`src/rtl/sprite_seq_pkg.sv`:
```
package sprite_seq_pkg;

    typedef enum logic {
        ST_IDLE = 1'b0,
        ST_DRAW = 1'b1
    } seq_state_t;

    // Number of pixels in the fixed plus-shaped ball
    localparam int unsigned PIX_COUNT = 5;
    localparam int unsigned IDX_W     = $clog2(PIX_COUNT);
    // Offsets within the shape span 0..2
    localparam int unsigned OFF_W     = 2;

endpackage

```
`src/rtl/sprite_shape_lut.sv`:
```
module sprite_shape_lut
    import sprite_seq_pkg::*;
(
    input  logic [IDX_W-1:0] idx,
    output logic [OFF_W-1:0] dx,
    output logic [OFF_W-1:0] dy
);

    // Plus sign: top, left, centre, right, bottom
    always_comb begin
        dx = '0;
        dy = '0;
        unique case (idx)
            IDX_W'(0): begin dx = OFF_W'(1); dy = OFF_W'(0); end
            IDX_W'(1): begin dx = OFF_W'(0); dy = OFF_W'(1); end
            IDX_W'(2): begin dx = OFF_W'(1); dy = OFF_W'(1); end
            IDX_W'(3): begin dx = OFF_W'(2); dy = OFF_W'(1); end
            IDX_W'(4): begin dx = OFF_W'(1); dy = OFF_W'(2); end
            default:   begin dx = '0;        dy = '0;        end
        endcase
    end

endmodule

```
`src/rtl/sprite_seq_ctrl.sv`:
```
module sprite_seq_ctrl
    import sprite_seq_pkg::*;
(
    input  logic             clk,
    input  logic             rst,
    input  logic             start,
    output logic             load,
    output logic             emit,
    output logic [IDX_W-1:0] idx_next,
    output logic             busy,
    output logic             done
);

    localparam logic [IDX_W-1:0] LAST_IDX = IDX_W'(PIX_COUNT - 1);

    seq_state_t       state_q, state_d;
    logic [IDX_W-1:0] idx_q;
    logic             at_last;
    logic             advance;

    always_comb begin
        at_last  = (idx_q == LAST_IDX);
        load     = (state_q == ST_IDLE) && start;
        advance  = (state_q == ST_DRAW) && !at_last;
        emit     = load || advance;
        idx_next = load ? '0 : idx_q + IDX_W'(1);
        state_d  = state_q;
        unique case (state_q)
            ST_IDLE: if (start)   state_d = ST_DRAW;   // LAUNCH
            ST_DRAW: if (at_last) state_d = ST_IDLE;   // FINISH, else STEP
            default:              state_d = ST_IDLE;
        endcase
    end

    // State register
    always_ff @(posedge clk) begin
        if (rst) begin
            state_q <= ST_IDLE;
            idx_q   <= '0;
        end else begin
            state_q <= state_d;
            if (emit) idx_q <= idx_next;
        end
    end

    // Output register
    always_ff @(posedge clk) begin
        if (rst) done <= 1'b0;
        else     done <= emit && (idx_next == LAST_IDX);
    end

    assign busy = (state_q == ST_DRAW);

endmodule

```
`src/rtl/sprite_coord_gen.sv`:
```
module sprite_coord_gen
    import sprite_seq_pkg::*;
#(
    parameter int unsigned XW = 9,
    parameter int unsigned YW = 8
) (
    input  logic             clk,
    input  logic             rst,
    input  logic             load,
    input  logic             emit,
    input  logic [XW-1:0]    x_in,
    input  logic [YW-1:0]    y_in,
    input  logic [OFF_W-1:0] dx,
    input  logic [OFF_W-1:0] dy,
    output logic [XW-1:0]    x_out,
    output logic [YW-1:0]    y_out
);

    logic [XW-1:0] anchor_x;
    logic [YW-1:0] anchor_y;
    logic [XW-1:0] base_x, sum_x;
    logic [YW-1:0] base_y, sum_y;

    always_comb begin
        base_x = load ? x_in : anchor_x;
        base_y = load ? y_in : anchor_y;
        sum_x  = base_x + {{(XW-OFF_W){1'b0}}, dx};
        sum_y  = base_y + {{(YW-OFF_W){1'b0}}, dy};
    end

    always_ff @(posedge clk) begin
        if (rst) begin
            anchor_x <= '0;
            anchor_y <= '0;
        end else if (load) begin
            anchor_x <= x_in;
            anchor_y <= y_in;
        end
    end

    always_ff @(posedge clk) begin
        if (rst) begin
            x_out <= '0;
            y_out <= '0;
        end else if (emit) begin
            x_out <= sum_x;
            y_out <= sum_y;
        end
    end

endmodule

```
`src/rtl/sprite_coord_seq.sv`:
```
module sprite_coord_seq
    import sprite_seq_pkg::*;
#(
    parameter int unsigned XW = 9,
    parameter int unsigned YW = 8
) (
    input  logic          clk,
    input  logic          rst,
    input  logic          start,
    input  logic [XW-1:0] x_in,
    input  logic [YW-1:0] y_in,
    output logic [XW-1:0] x_out,
    output logic [YW-1:0] y_out,
    output logic          done
);

    logic             load;
    logic             emit;
    logic             busy;
    logic [IDX_W-1:0] idx_next;
    logic [OFF_W-1:0] dx, dy;

    sprite_seq_ctrl u_ctrl (
        .clk      (clk),
        .rst      (rst),
        .start    (start),
        .load     (load),
        .emit     (emit),
        .idx_next (idx_next),
        .busy     (busy),
        .done     (done)
    );

    sprite_shape_lut u_lut (
        .idx (idx_next),
        .dx  (dx),
        .dy  (dy)
    );

    sprite_coord_gen #(.XW(XW), .YW(YW)) u_gen (
        .clk   (clk),
        .rst   (rst),
        .load  (load),
        .emit  (emit),
        .x_in  (x_in),
        .y_in  (y_in),
        .dx    (dx),
        .dy    (dy),
        .x_out (x_out),
        .y_out (y_out)
    );

endmodule

```
`config.mk`:
```
export PLATFORM = sky130hd
export DESIGN_NAME = sprite_coord_seq
export DESIGN_NICKNAME = d
export VERILOG_FILES = /design/src/rtl/sprite_seq_pkg.sv /design/src/rtl/sprite_shape_lut.sv /design/src/rtl/sprite_seq_ctrl.sv /design/src/rtl/sprite_coord_gen.sv /design/src/rtl/sprite_coord_seq.sv
export SDC_FILE = /design/constraint.sdc
export NUM_CORES = 1
export LEC_CHECK = 0
export ABC_AREA = 1
export BUFFER_PORTS_ARGS = -buffer_cell sky130_fd_sc_hd__buf_4
export CAP_MARGIN = 10
export CORE_MARGIN = 2
export CORE_UTILIZATION = 40
export DETAILED_ROUTE_END_ITERATION = 16
export PLACE_DENSITY_LB_ADDON = 0.08
export REMOVE_ABC_BUFFERS = 1
export SLEW_MARGIN = 10
export SYNTH_ARGS = -nofsm -noshare
export SYNTH_HDL_FRONTEND = slang
export SYNTH_SLANG_ARGS = --single-unit
```
`constraint.sdc`:
```
create_clock -name clk -period 3.3 [get_ports clk]
set_input_delay 0.66 -clock clk [delete_from_list [all_inputs] [get_ports clk]]
set_output_delay 0.66 -clock clk [all_outputs]
set_load 0.01 [all_outputs]
```
; After elaboration in Yosys (flattened, before gate mapping)
; Cells that the tools add are included.
[word_totals]
in_bits = 20
out_inout_bits = 18
word_cells = 32
register_bits = 39
[op_classes]
addsub = 3
mux = 8
n_eq_ne = 5
bitwise = 1
reduce_logical = 8
[op_table]
columns = op, n
row1 = $add 9x2->9, 1
row2 = $mux 9, 1
row3 = $add 8x2->8, 1
row4 = $mux 8, 1
row5 = $pmux 2 s2, 2
row6 = $eq 3x2->1 const B, 2
row7 = $eq 3x3->1 const B, 2
row8 = $reduce_or 3->1, 2
row9 = $add 3x1->3 const B, 1
row10 = $eq 3x1->1 const B, 1
row11 = $logic_and 1x1->1, 3
row12 = $logic_not 3->1, 1
row13 = $mux 3, 1
row14 = $mux 1, 2
row15 = $pmux 1 s2, 1
row16 = $logic_not 1->1, 1
row17 = $logic_or 1x1->1, 1
row18 = $not 1->1, 1

; Depth between registers and ports, before layout
; Gate-level depths: netlist (run 1).
[logic_depth]
ltp_word = 7
depth_mapped = 16
mapped_depth_nobuf = 16

; Hierarchy
; Synthesis (run 1) repeated with hierarchy kept, for this count alone.
[unflattened]
cells_unflattened = 302
area_unflattened_um2 = 2049.5
[by_module_without_submodules]
columns = mod, cells_per_inst, instances, area_per_inst_um2
row1 = sprite_coord_gen, 254, 1, 1735.4
row2 = sprite_seq_ctrl, 38, 1, 275.3
row3 = sprite_shape_lut, 10, 1, 38.8

; Worst setup path before layout (run 1)
; No wires, ideal clock.
[synth_path]
kind = input -> register
startpoint = input port start
endpoint = register u_gen.x_out[8]
path_buffers = 0
slack_ns = 0.989
setup_ns = 0.109
required_time_ns = 3.191
arrival_time_ns = 2.202
stages = 16
cell_sequence = inv_1 > nor2_2 > or2_2 > o21ai_0 > inv_1 > ha_1 > inv_1 > fa_1 > inv_1 > nand2_2 > nor2_4 > nand2_1 > nand2_1 > nand3_1 > nand2_1 > inv_1
[synth_between]
elab_cells_between_ends = 11
classes_between = add/sub (1) / eq/ne (3) / mux (3) / reduce/logical (4)
[synth_rtl]
columns = item, line_no
row1 = from (decl), sprite_coord_seq.sv:9  ; input logic start,
row2 = $logic_and 1x1->1, sprite_seq_ctrl.sv:23  ; load = (state_q == ST_IDLE) && start;
row3 = $mux 9, -
row4 = via u_gen.base_x[0], sprite_coord_gen.sv:21  ; logic [XW-1:0] base_x, sum_x;
row5 = $add 9x2->9, sprite_coord_gen.sv:27  ; sum_x = base_x + {{(XW-OFF_W){1'b0}}, dx};
row6 = to (signal assigned), sprite_coord_gen.sv:46  ; x_out <= sum_x;
row7 = to (decl), sprite_coord_gen.sv:15  ; output logic [XW-1:0] x_out,
; The timed path passes the listed nets, and every way through them passes these cells.
; A chain may end at the register's enable or synchronous reset.

; Final worst setup path (run 1)
; Same ends and word-level chain as after synthesis.

==> impl_metrics.yaml, run 1 <==
run_status:
  status: "complete, no violations"
drt:
  drc_errors: 0
  drtIter0Drc: 62
  vias: 1742
  wl_mm: 4.40
  dr.pass1.iters: 4
  wl_per_cell_um: 11.3
  routed_via_density: 4.49
  ant_nets: 0
floorplanning:
  fp.dieArea_um2: 5740
  coreArea_um2: 5040
  placementRows: 26
  die_w_um: 75.8
  die_h_um: 75.8
  ioPinCount: 38
  start_util_pct: 40.8
power_and_ir_drop:
  peakVddDrop_mv: 0.266
  pwr-share-comb_pct: 24.6
  p_sw_mw: 0.381
  power_density_nw_per_um2: 517
  leakage_nw: 1.27
  power.internal_mw: 0.895
  swShare_pct: 29.8
  seqPwrFrac_pct: 42.3
  clockPowerShare_pct: 33.1
clock_network:
  cts_tree: "built"
  cts-htree-levels: 2
  clk_latency_ps: 300
  cts_buffer_depth: 2
  numCtsBuffers: 5
  cts_hold_buf: 0
  cts_sinks: 39
  cts.clk_slew.worst_paths_ps: 80
  cts_resized: 0
  cts_root_buf: "clkbuf_8"
  cts_setup_buffers: 0
worst_setup_path:
  cp-start-kind: "primary input"
  worst_ep_required_time_ps: 3490
  crit_fanout: 12
  arrival_ps: 2690
  ff2ff_setup_slack_ps: 830
  crit_path_end_kind: "register"
  critical_path_class: "primary input to register"
synth:
  synth_common_cells: "inv_1 (46), nand2_1 (45), dfxtp_1 (39)"
  async_reset_ff_share_pct: 0
  synth.largest_area_cell: "dfxtp_1"
  yosys_most_used_dff: "dfxtp_1"
  ys_ff_latch: 39
  postSynthCellCount: 283
  synth_edf_count: 0
  syn_avg_cell_area_um2: 7.28
  synth_most_common_cell: "inv_1"
  syn_area_um2: 2060
  synth_warnings: 0
  ys_types: 29
  ys_seq_area_share_pct: 37.9
  yosysTopAreaCellShare_pct: 37.9
  ys_top_cells_by_area: "dfxtp_1 (38%), inv_1 (8.4%), nand2_1 (8.2%)"
cells_and_area:
  final_nets: 345
  num_antenna_cells: 0
  syn_to_final_growth_pct: 19.9
  drive_gt1_share_pct: 23.3
  num-fill-cells: 522
  final_cell_area_um2: 2470
job:
  maxCapViolCount: 0
timing:
  finClkSkew_ps: 9.32
  setup_viol: 0
  fmax_mhz: 401
  whs_ps: 482
  setup_tns_ps: 0
  fin_crit_sh_pct: 75.6
  tightest_slew_ps: 577
  fin_crit_ps: 2500
  finalMaxSlewViolations: 0
  grt_setup_unrepaired: "false"
  slew_headroom_pct: 61.4
  finalHoldViolations: 0
min_path:
  min_path_type: "register to register"
global_routing:
  grt_max_degree: 32
  grt_use_total_pct: 17.1
  grt_pass1_vias: 1549
  overflow: 0
  grt_antenna_before_repair: 0
  grt_pass1_wl_mm: 7.29
placed_design:
  dpl.hpwl_mm: 3.08
  io_buffers: 37
  place_congestion: 0.797
  placed_cell_area_um2: 2350
## worst max-delay path, stage by stage
cell	delay, ps
buf_4	180
inv_1	70
nor2_2	250
or2_2	170
o21ai_0	90
inv_1	70
ha_1	160
inv_1	50
fa_1	390
inv_1	80
nand2_2	60
nor2_4	130
nand2_1	70
nand2_1	50
nand3_1	60
nand2_1	80
inv_1	30
## cell type report
class	count	area [um2]	share of cell area [%]
multi-input cells	186	1020	41.5
flip-flops and latches	39	781	31.6
repair buffers	37	278	11.3
inverters	48	180	7.30
well taps	70	87.6	3.55
clock buffers	6	82.6	3.35
clock inverters	2	35.0	1.42
## worst paths after layout
kind                   startpoint         endpoint  cells past startpoint
setup / recovery            start   u_gen.x_out[8]                     17
hold / removal    u_ctrl.idx_q[0]  u_ctrl.idx_q[0]                      1
setup reg to reg      u_ctrl.busy   u_gen.x_out[8]                     15
hold reg to reg   u_ctrl.idx_q[0]  u_ctrl.idx_q[0]                      1
## flip-flops by register name, summed over array words and instances (netlist names)
register / count
u_gen.anchor_x: 9
u_gen.x_out: 9
u_gen.anchor_y: 8
u_gen.y_out: 8
u_ctrl.idx_q: 3
u_ctrl.busy: 1
u_ctrl.done: 1
## power by group through the flow
stage | Sequential, mW | Combinational, mW | Clock (mW)
after CTS | 0.540 | 0.319 | 0.431
after detailed placement | 0.551 | 0.317 | 0
final | 0.539 | 0.314 | 0.422
after global routing | 0.546 | 0.362 | 0.448
after global placement | 0.551 | 0.314 | 0
after floorplan | 0.563 | 0.190 | 0
## layer usage
| metal | vias to the layer above | share of wire [%] | GRT usage, % |
|---|---|---|---|
| li1 | 945 | - | - |
| met3 | 5 | 3.8 | 4.10 |
| met2 | 29 | 44 | 26.6 |
| met4 | 0 | 1.5 | 5.85 |
| met1 | 763 | 51 | 23.0 |
| met5 | - | 0 | 0 |
## layout by cell type, fill, tap and decap left out, drive strengths merged
cell type / Yosys / layout
nand2: 58 / 58
inv: 48 / 48
dfxtp: 39 / 39
nor2: 38 / 38
buf: 6 / 37
o21ai: 26 / 26
nand3: 24 / 24
a21oi: 10 / 10
or2: 7 / 7
ha: 6 / 6
clkbuf: 4 / 6
o21bai: 5 / 5
xor2: 4 / 4
fa: 2 / 2
nor3: 1 / 1
o21a: 1 / 1
nand3b: 1 / 1
xnor2: 1 / 1
nor4: 1 / 1
nand4: 1 / 1
clkinv: 0 / 1
bufinv: 0 / 1
## through the flow
step                setup WS, ps  power, mW  util, %  std cells
floorplan                    973      0.752        -        273
global placement             545      0.865     46.6        380
detailed placement           469      0.868     46.6        380
CTS                          787       1.29     49.0        388
global route                 560       1.36     49.0        388
finish                       804       1.28     49.0        388
## cells by family (layout without fill, tap and decap cells)
group                    count (synthesis)  count (layout)  share of synthesized area [%]
AO/OA/AOI/OAI                           42              42                           11.1
XOR/XNOR                                 5               5                           2.13
adder cells (fa/ha/maj)                  8               8                           5.59
buffers and inverters                   58              93                           12.3
flip-flops                              39              39                           37.9
AND/OR/NAND/NOR                        131             131                           30.9
Power figures use the tool's default switching activity.
==> run 2, diff against run 1 <==
clock period = 2.15 ns   (was 3.3 ns; I/O delays follow)
==> run 2 against run 1 <==
  * Cell count is 5.9% higher
  * Clock-buffer cell count stayed put
  * Critical path type is now register to register
  * Setup slack worse by 760 ps
  * Sequential power rose by 54%
  * Global-route usage grew 0.70 points
  * Worst hold slack got worse by 66 ps
  * Via count increased by 5.6%
  * Register-to-register slack got worse by 780 ps
  * Sequential share of layout area is 2.6 points lower
  * Routed wire length grew 4.7%
==> impl_metrics.yaml, run 2 (same netlist as run 1, synthesis figures left out) <==
global_routing:
  grt_pass1_vias: 1661
  grt_antenna_before_repair: 0
  overflow: 0
  grt_max_degree: 23
  grt_pass1_wl_mm: 7.53
  grt_use_total_pct: 17.7
floorplanning:
  coreArea_um2: 5040
  die_w_um: 75.8
  placementRows: 26
  fp.dieArea_um2: 5740
  start_util_pct: 40.8
  die_h_um: 75.8
  ioPinCount: 38
drt:
  drc_errors: 0
  routed_via_density: 4.48
  wl_mm: 4.61
  wl_per_cell_um: 11.2
  vias: 1840
  ant_nets: 0
  dr.pass1.iters: 4
  drtIter0Drc: 61
placed_design:
  dpl.hpwl_mm: 3.32
  io_buffers: 37
  dp_slack_ps: -226
  place_congestion: 0.830
cells_and_area:
  final_core_util_pct: 53.8
  syn_to_final_growth_pct: 31.7
  final_common_cell: "buf_4"
  final_nets: 368
  final_cell_mix: "buf_4 (60), nand2_1 (45), inv_1 (43), dfxtp_1 (36), nor2_1 (32)"
  reg_top3: "u_gen.anchor_x: 9 flops, u_gen.x_out: 9 flops"
  drive_gt1_share_pct: 33.4
  num_antenna_cells: 0
min_path:
  min_path_type: "primary input to register"
  whs_endpoint: "u_gen.anchor_x[0]"
  min_from: "x_in[0]"
  holdPathStages: 3
power_and_ir_drop:
  power.internal_mw: 1.44
  swShare_pct: 29.8
  seqPwrFrac_pct: 40.7
  clockPowerShare_pct: 31.6
  pwr-share-comb_pct: 27.7
  peakVddDrop_mv: 0.375
  p_sw_mw: 0.609
  power_density_nw_per_um2: 754
  leakage_nw: 1.38
  power.total_mw: 2.05
clock_network:
  cts-htree-levels: 2
  cts.clk_slew.worst_paths_ps: 80
  cts_tree: "built"
  clk_latency_ps: 300
  cts_sinks: 39
  numCtsBuffers: 5
  cts_hold_buf: 0
  cts_buffer_depth: 2
  cts_root_buf: "clkbuf_8"
timing:
  finalHoldViolations: 0
  setup_viol: 0
  fin_crit_ps: 2100
  grt_setup_unrepaired: "true"
  timing.final.ws_setup_ps: 46.2
  tightest_slew_ps: 387
  finClkSkew_ps: 10.6
  slew_headroom_pct: 73.9
  fin_crit_sh_pct: 97.9
  finalMaxSlewViolations: 0
  fmax_mhz: 475
worst_setup_path:
  critical_path_class: "register to register"
  crit_path_end_kind: "register"
  r2r-start: "u_ctrl.idx_q[0]"
  crit_fanout: 6
  arrival_ps: 2310
  ff2ff_setup_slack_ps: 50
  worstRegToRegCells: 15
  cp-start-kind: "register"
  r2r-end: "u_gen.x_out[8]"
  worst_ep_required_time_ps: 2360
job:
  maxCapViolCount: 0
run_status:
  status: "complete, no violations"
-- run 2: cell count changes in the layout (fill, tap and decap cells not counted), sizes merged --
cell	before	now
buf	37	60
-- run 2: worst max-delay path by stage --
| stage | from | to | slack (ps) | depth (start not counted) |
|---|---|---|---|---|
| after floorplan | u_ctrl.busy | u_gen.x_out[8] | 10 | 15 |
| final | u_ctrl.idx_q[0] | u_gen.x_out[8] | 50 | 15 |
| after CTS | u_ctrl.idx_q[0] | u_gen.x_out[8] | 4 | 15 |
| after global routing | u_ctrl.idx_q[0] | u_gen.x_out[8] | -90 | 15 |
| after global placement | start | u_gen.x_out[8] | -180 | 17 |
| after detailed placement | start | u_gen.x_out[8] | -230 | 17 |
-- run 2: layout make-up --
type / count / area [um2]
well taps: 70 / 87.6
clock inverters: 2 / 35.0
multi-input cells: 186 / 1090
fillers: 516 / 2330
inverters: 48 / 180
repair buffers: 60 / 450
clock buffers: 6 / 82.6
flip-flops and latches: 39 / 787
-- run 2: what timing repair did --
item / 4_1_cts / 5_1_grt
pin swaps: 3 / 3
setup endpoints to repair: 11 / 13
hold endpoints to repair: 0 / 0
setup buffers: 0 / 0
gates resized for setup: 11 / 11
-- run 2: routing by layer --
layer	routed length [um]	vias up	global-route usage [%]
met3	183	5	4.50
met2	2180	33	29.8
li1	-	988	-
met4	64	0	7.80
met1	2190	814	21.4
met5	0	-	0
-- run 2: power groups by stage --
stage | Combinational [mW] | Sequential (mW) | Clock [mW]
after global placement | 0.547 | 0.844 | 0
final | 0.566 | 0.832 | 0.647
after CTS | 0.566 | 0.831 | 0.666
after detailed placement | 0.550 | 0.846 | 0
after floorplan | 0.291 | 0.864 | 0
after global routing | 0.640 | 0.842 | 0.692
-- run 2: worst max-delay path, cell delays in order (launching register included) --
cell and delay [ps]:
dfxtp_4 370, ha_4 160, xor2_2 140, nand2_1 100, o21a_1 140, ha_2 180, inv_2 40, fa_2 340
inv_2 60, nand2_2 60, nor2_4 140, nand2_1 80, nand2_1 60, nand3_1 60, nand2_1 50, inv_1 30
-- run 2: through the flow --
| step | hold slack [ps] | cells | setup TNS, ps | instance area, um2 |
|---|---|---|---|---|
| after floorplan | 447 | 273 | 0 | 1990 |
| after global placement | 467 | 403 | -1690 | 2520 |
| after detailed placement | 485 | 403 | -2010 | 2520 |
| after CTS | 415 | 411 | 0 | 2680 |
| after global routing | 434 | 411 | -190 | 2710 |
| final | 416 | 411 | 0 | 2710 |
==> run 3, diff against run 2 <==
SYNTH_HIERARCHICAL = 1   (was default)
==> run 3 against run 2 <==
  * The flow now finishes with violations (setup timing)
  * Clock skew shrank 7.6 ps
  * Power shrank 9.0%
  * Register-to-register slack lost 120 ps
  * Synthesized cell count grew 6.7%
  * Non-clock buffer count grew 1
  * Cell count grew 5.1%
  * Critical path depth grew 1
  * Maximum frequency shrank 5.3%
  * Critical endpoint is now u_gen/y_out[6]
  * Largest cell class unchanged
  * Largest power group unchanged
  * Highest routed layer unchanged
==> impl_metrics.yaml, run 3 <==
run_status:
  status: "complete, but fails checks"
  violations: "setup timing"
placed_design:
  io_buffers: 37
  place_congestion: 0.818
  dp.cells: 420
  dpl.hpwl_mm: 3.33
  placed_cell_area_um2: 2510
cells_and_area:
  final_common_cell: "nand2_1"
  final_nets: 389
  reg_top3: "u_gen/anchor_x: 9 flops, u_gen/x_out: 9 flops"
  stdcell_count: 432
  syn_to_final_growth_pct: 34.9
  final_cell_area_um2: 2770
  drive_gt1_share_pct: 34.8
  final_cell_mix: "nand2_1 (70), buf_4 (60), nor2_1 (43), inv_1 (37), dfxtp_1 (37)"
  num_antenna_cells: 0
clock_network:
  cts.clk_slew.worst_paths_ps: 70
  numCtsBuffers: 5
  cts_buffer_depth: 2
  cts_sinks: 39
  cts_tree: "built"
  cts_hold_buf: 0
  cts_root_buf: "clkbuf_8"
  cts-htree-levels: 2
  clk_latency_ps: 290
drt:
  drtIter0Drc: 74
  wl_mm: 4.71
  ant_nets: 0
  routed_via_density: 4.45
  wl_per_cell_um: 10.9
  dr.pass1.iters: 4
  vias: 1923
  drc_errors: 0
power_and_ir_drop:
  pwr-share-comb_pct: 26.5
  peakVddDrop_mv: 0.339
  power.internal_mw: 1.30
  clockPowerShare_pct: 29.6
  seqPwrFrac_pct: 43.8
  power_density_nw_per_um2: 673
  p_sw_mw: 0.560
  swShare_pct: 30.1
  leakage_nw: 1.38
worst_setup_path:
  crit_path_end_kind: "register"
  cpMaxStageDelayCell: "dfxtp_2"
  r2r-end: "u_gen/y_out[6]"
  crit_path_cell_trace: "inv_2 -> ha_4 -> inv_2 -> nor2_4 -> nor2_2 -> nor2_2 -> ha_2 -> inv_2 -> fa_2 -> nand3b_4 -> nor2_4 -> nand2_1 -> nand2_1 -> nand3_1 -> nand2_1 -> inv_1"
  r2r-start: "u_ctrl/idx_q[0]"
  critical_path_class: "register to register"
  crit_fanout: 4
  worst_ep_required_time_ps: 2340
  critical_path.top_delay_family: "simple AND/OR/NAND/NOR gates"
  critPathBufInv: 4
  worstRegToRegCells: 16
  arrival_ps: 2410
  cp-start-kind: "register"
  max_stage_delay_ps: 350
  ff2ff_setup_slack_ps: -70
timing:
  timing.final.ws_setup_ps: -71.1
  finalHoldViolations: 0
  finalMaxSlewViolations: 0
  grt_setup_unrepaired: "true"
  fin_crit_ps: 2220
  tightest_slew_ps: 283
  slew_headroom_pct: 80.6
  fin_crit_sh_pct: 103
  fmax_mhz: 450
  finClkSkew_ps: 3.04
  setup_viol: 5
synth:
  syn_avg_cell_area_um2: 6.79
  postSynthCellCount: 302
  yosys_most_used_dff: "dfxtp_1"
  synth_common_cells: "nand2_1 (72), nor2_1 (50), inv_1 (46)"
  ys_types: 30
  ys_seq_area_share_pct: 38.1
  async_reset_ff_share_pct: 0
  synth.largest_area_cell: "dfxtp_1"
  ys_top_cells_by_area: "dfxtp_1 (38%), nand2_1 (13%), nor2_1 (9.2%)"
  syn_area_um2: 2050
  synth_edf_count: 0
  yosysTopAreaCellShare_pct: 38.1
  ys_ff_latch: 39
  synth_most_common_cell: "nand2_1"
  synth_warnings: 6
min_path:
  holdPathStages: 2
  min_from: "rst"
  min_path_type: "primary input to register"
  whs_endpoint: "u_ctrl/idx_q[2]"
global_routing:
  grt_max_degree: 19
  overflow: 0
  grt_antenna_before_repair: 0
  grt_use_total_pct: 17.3
  grt_pass1_wl_mm: 7.47
  grt_pass1_vias: 1687
floorplanning:
  start_util_pct: 40.9
  fp.dieArea_um2: 5710
  coreArea_um2: 5010
  ioPinCount: 38
  die_h_um: 75.6
  placementRows: 26
  die_w_um: 75.6
job:
  maxCapViolCount: 0
run 3: power groups by stage:
| stage | registers, mW | clock network, mW | logic [mW] |
|---|---|---|---|
| 2_1_floorplan | 0.846 | 0 | 0.239 |
| 3_3_place_gp | 0.831 | 0 | 0.449 |
| 3_5_place_dp | 0.831 | 0 | 0.451 |
| 4_1_cts | 0.815 | 0.570 | 0.477 |
| 5_1_grt | 0.822 | 0.597 | 0.560 |
| 6_report | 0.815 | 0.551 | 0.494 |
run 3: cell families (layout without fill, tap and decap cells):
logic type | Yosys count | count (layout) | synth area share, %
AOI/OAI and AO/OA | 33 | 33 | 8.67
xor gates and xnor gates | 2 | 2 | 0.855
adders and majority gates | 8 | 8 | 5.62
buffers and inverters | 58 | 118 | 11.6
DFF | 39 | 39 | 38.1
muxes | 1 | 1 | 0.488
and+or+nand+nor | 161 | 161 | 34.7
run 3: metal layers:
metal | global-route usage, % | wire length (um) | up-vias
li1 | - | - | 1034
met1 | 22.8 | 2310 | 853
met2 | 28.3 | 2210 | 32
met3 | 3.57 | 156 | 4
met4 | 5.85 | 36 | 0
met5 | 0 | 0 | -
run 3: layout make-up:
type                            count  area (um2)
Fill cell                         537        2240
Multi-Input combinational cell    205        1150
Sequential cell                    39         783
Timing Repair Buffer               61         462
Inverter                           49         186
Clock buffer                        8         100
Tap cell                           70        87.6
run 3: worst max-delay path by stage:
stage,endpoint,from,cells past startpoint
after CTS,u_gen/y_out[6],u_ctrl/idx_q[0],15
after global placement,u_gen/y_out[6],u_ctrl/idx_q[0],16
after detailed placement,u_gen/y_out[6],u_ctrl/idx_q[0],16
final,u_gen/y_out[6],u_ctrl/idx_q[0],16
after global routing,u_gen/y_out[6],u_ctrl/idx_q[0],16
after floorplan,u_gen/y_out[7],start,15
run 3: worst register-to-register path, cell delays in order, from the launching register on:
cell      delay (ps)
dfxtp_2          350
inv_2             60
ha_4             270
inv_2             40
nor2_4           130
nor2_2            60
nor2_2           110
ha_2             190
inv_2             40
fa_2             330
nand3b_4         190
nor2_4           100
nand2_1           50
nand2_1           50
nand3_1           60
nand2_1           60
inv_1             40
run 3: repair_timing:
action	in CTS	in global routing
gates resized for setup	28	14
cloned	0	0
setup endpoints to repair	13	13
pin swaps	8	3
setup buffers	1	3
run 3: metrics by stage:
| step | hold slack [ps] | power (mW) | utilization [%] | setup WS (ps) | TNS [ps] |
|---|---|---|---|---|---|
| 4_1_cts | 407 | 1.86 | 53.9 | -46.0 | -73.2 |
| 3_3_place_gp | 460 | 1.28 | 50.1 | -255 | -1930 |
| 2_1_floorplan | 442 | 1.09 | - | -211 | -1400 |
| 6_report | 413 | 1.86 | 55.2 | -71.1 | -128 |
| 5_1_grt | 412 | 1.98 | 55.2 | -194 | -1580 |
| 3_5_place_dp | 471 | 1.28 | 50.1 | -321 | -2580 |
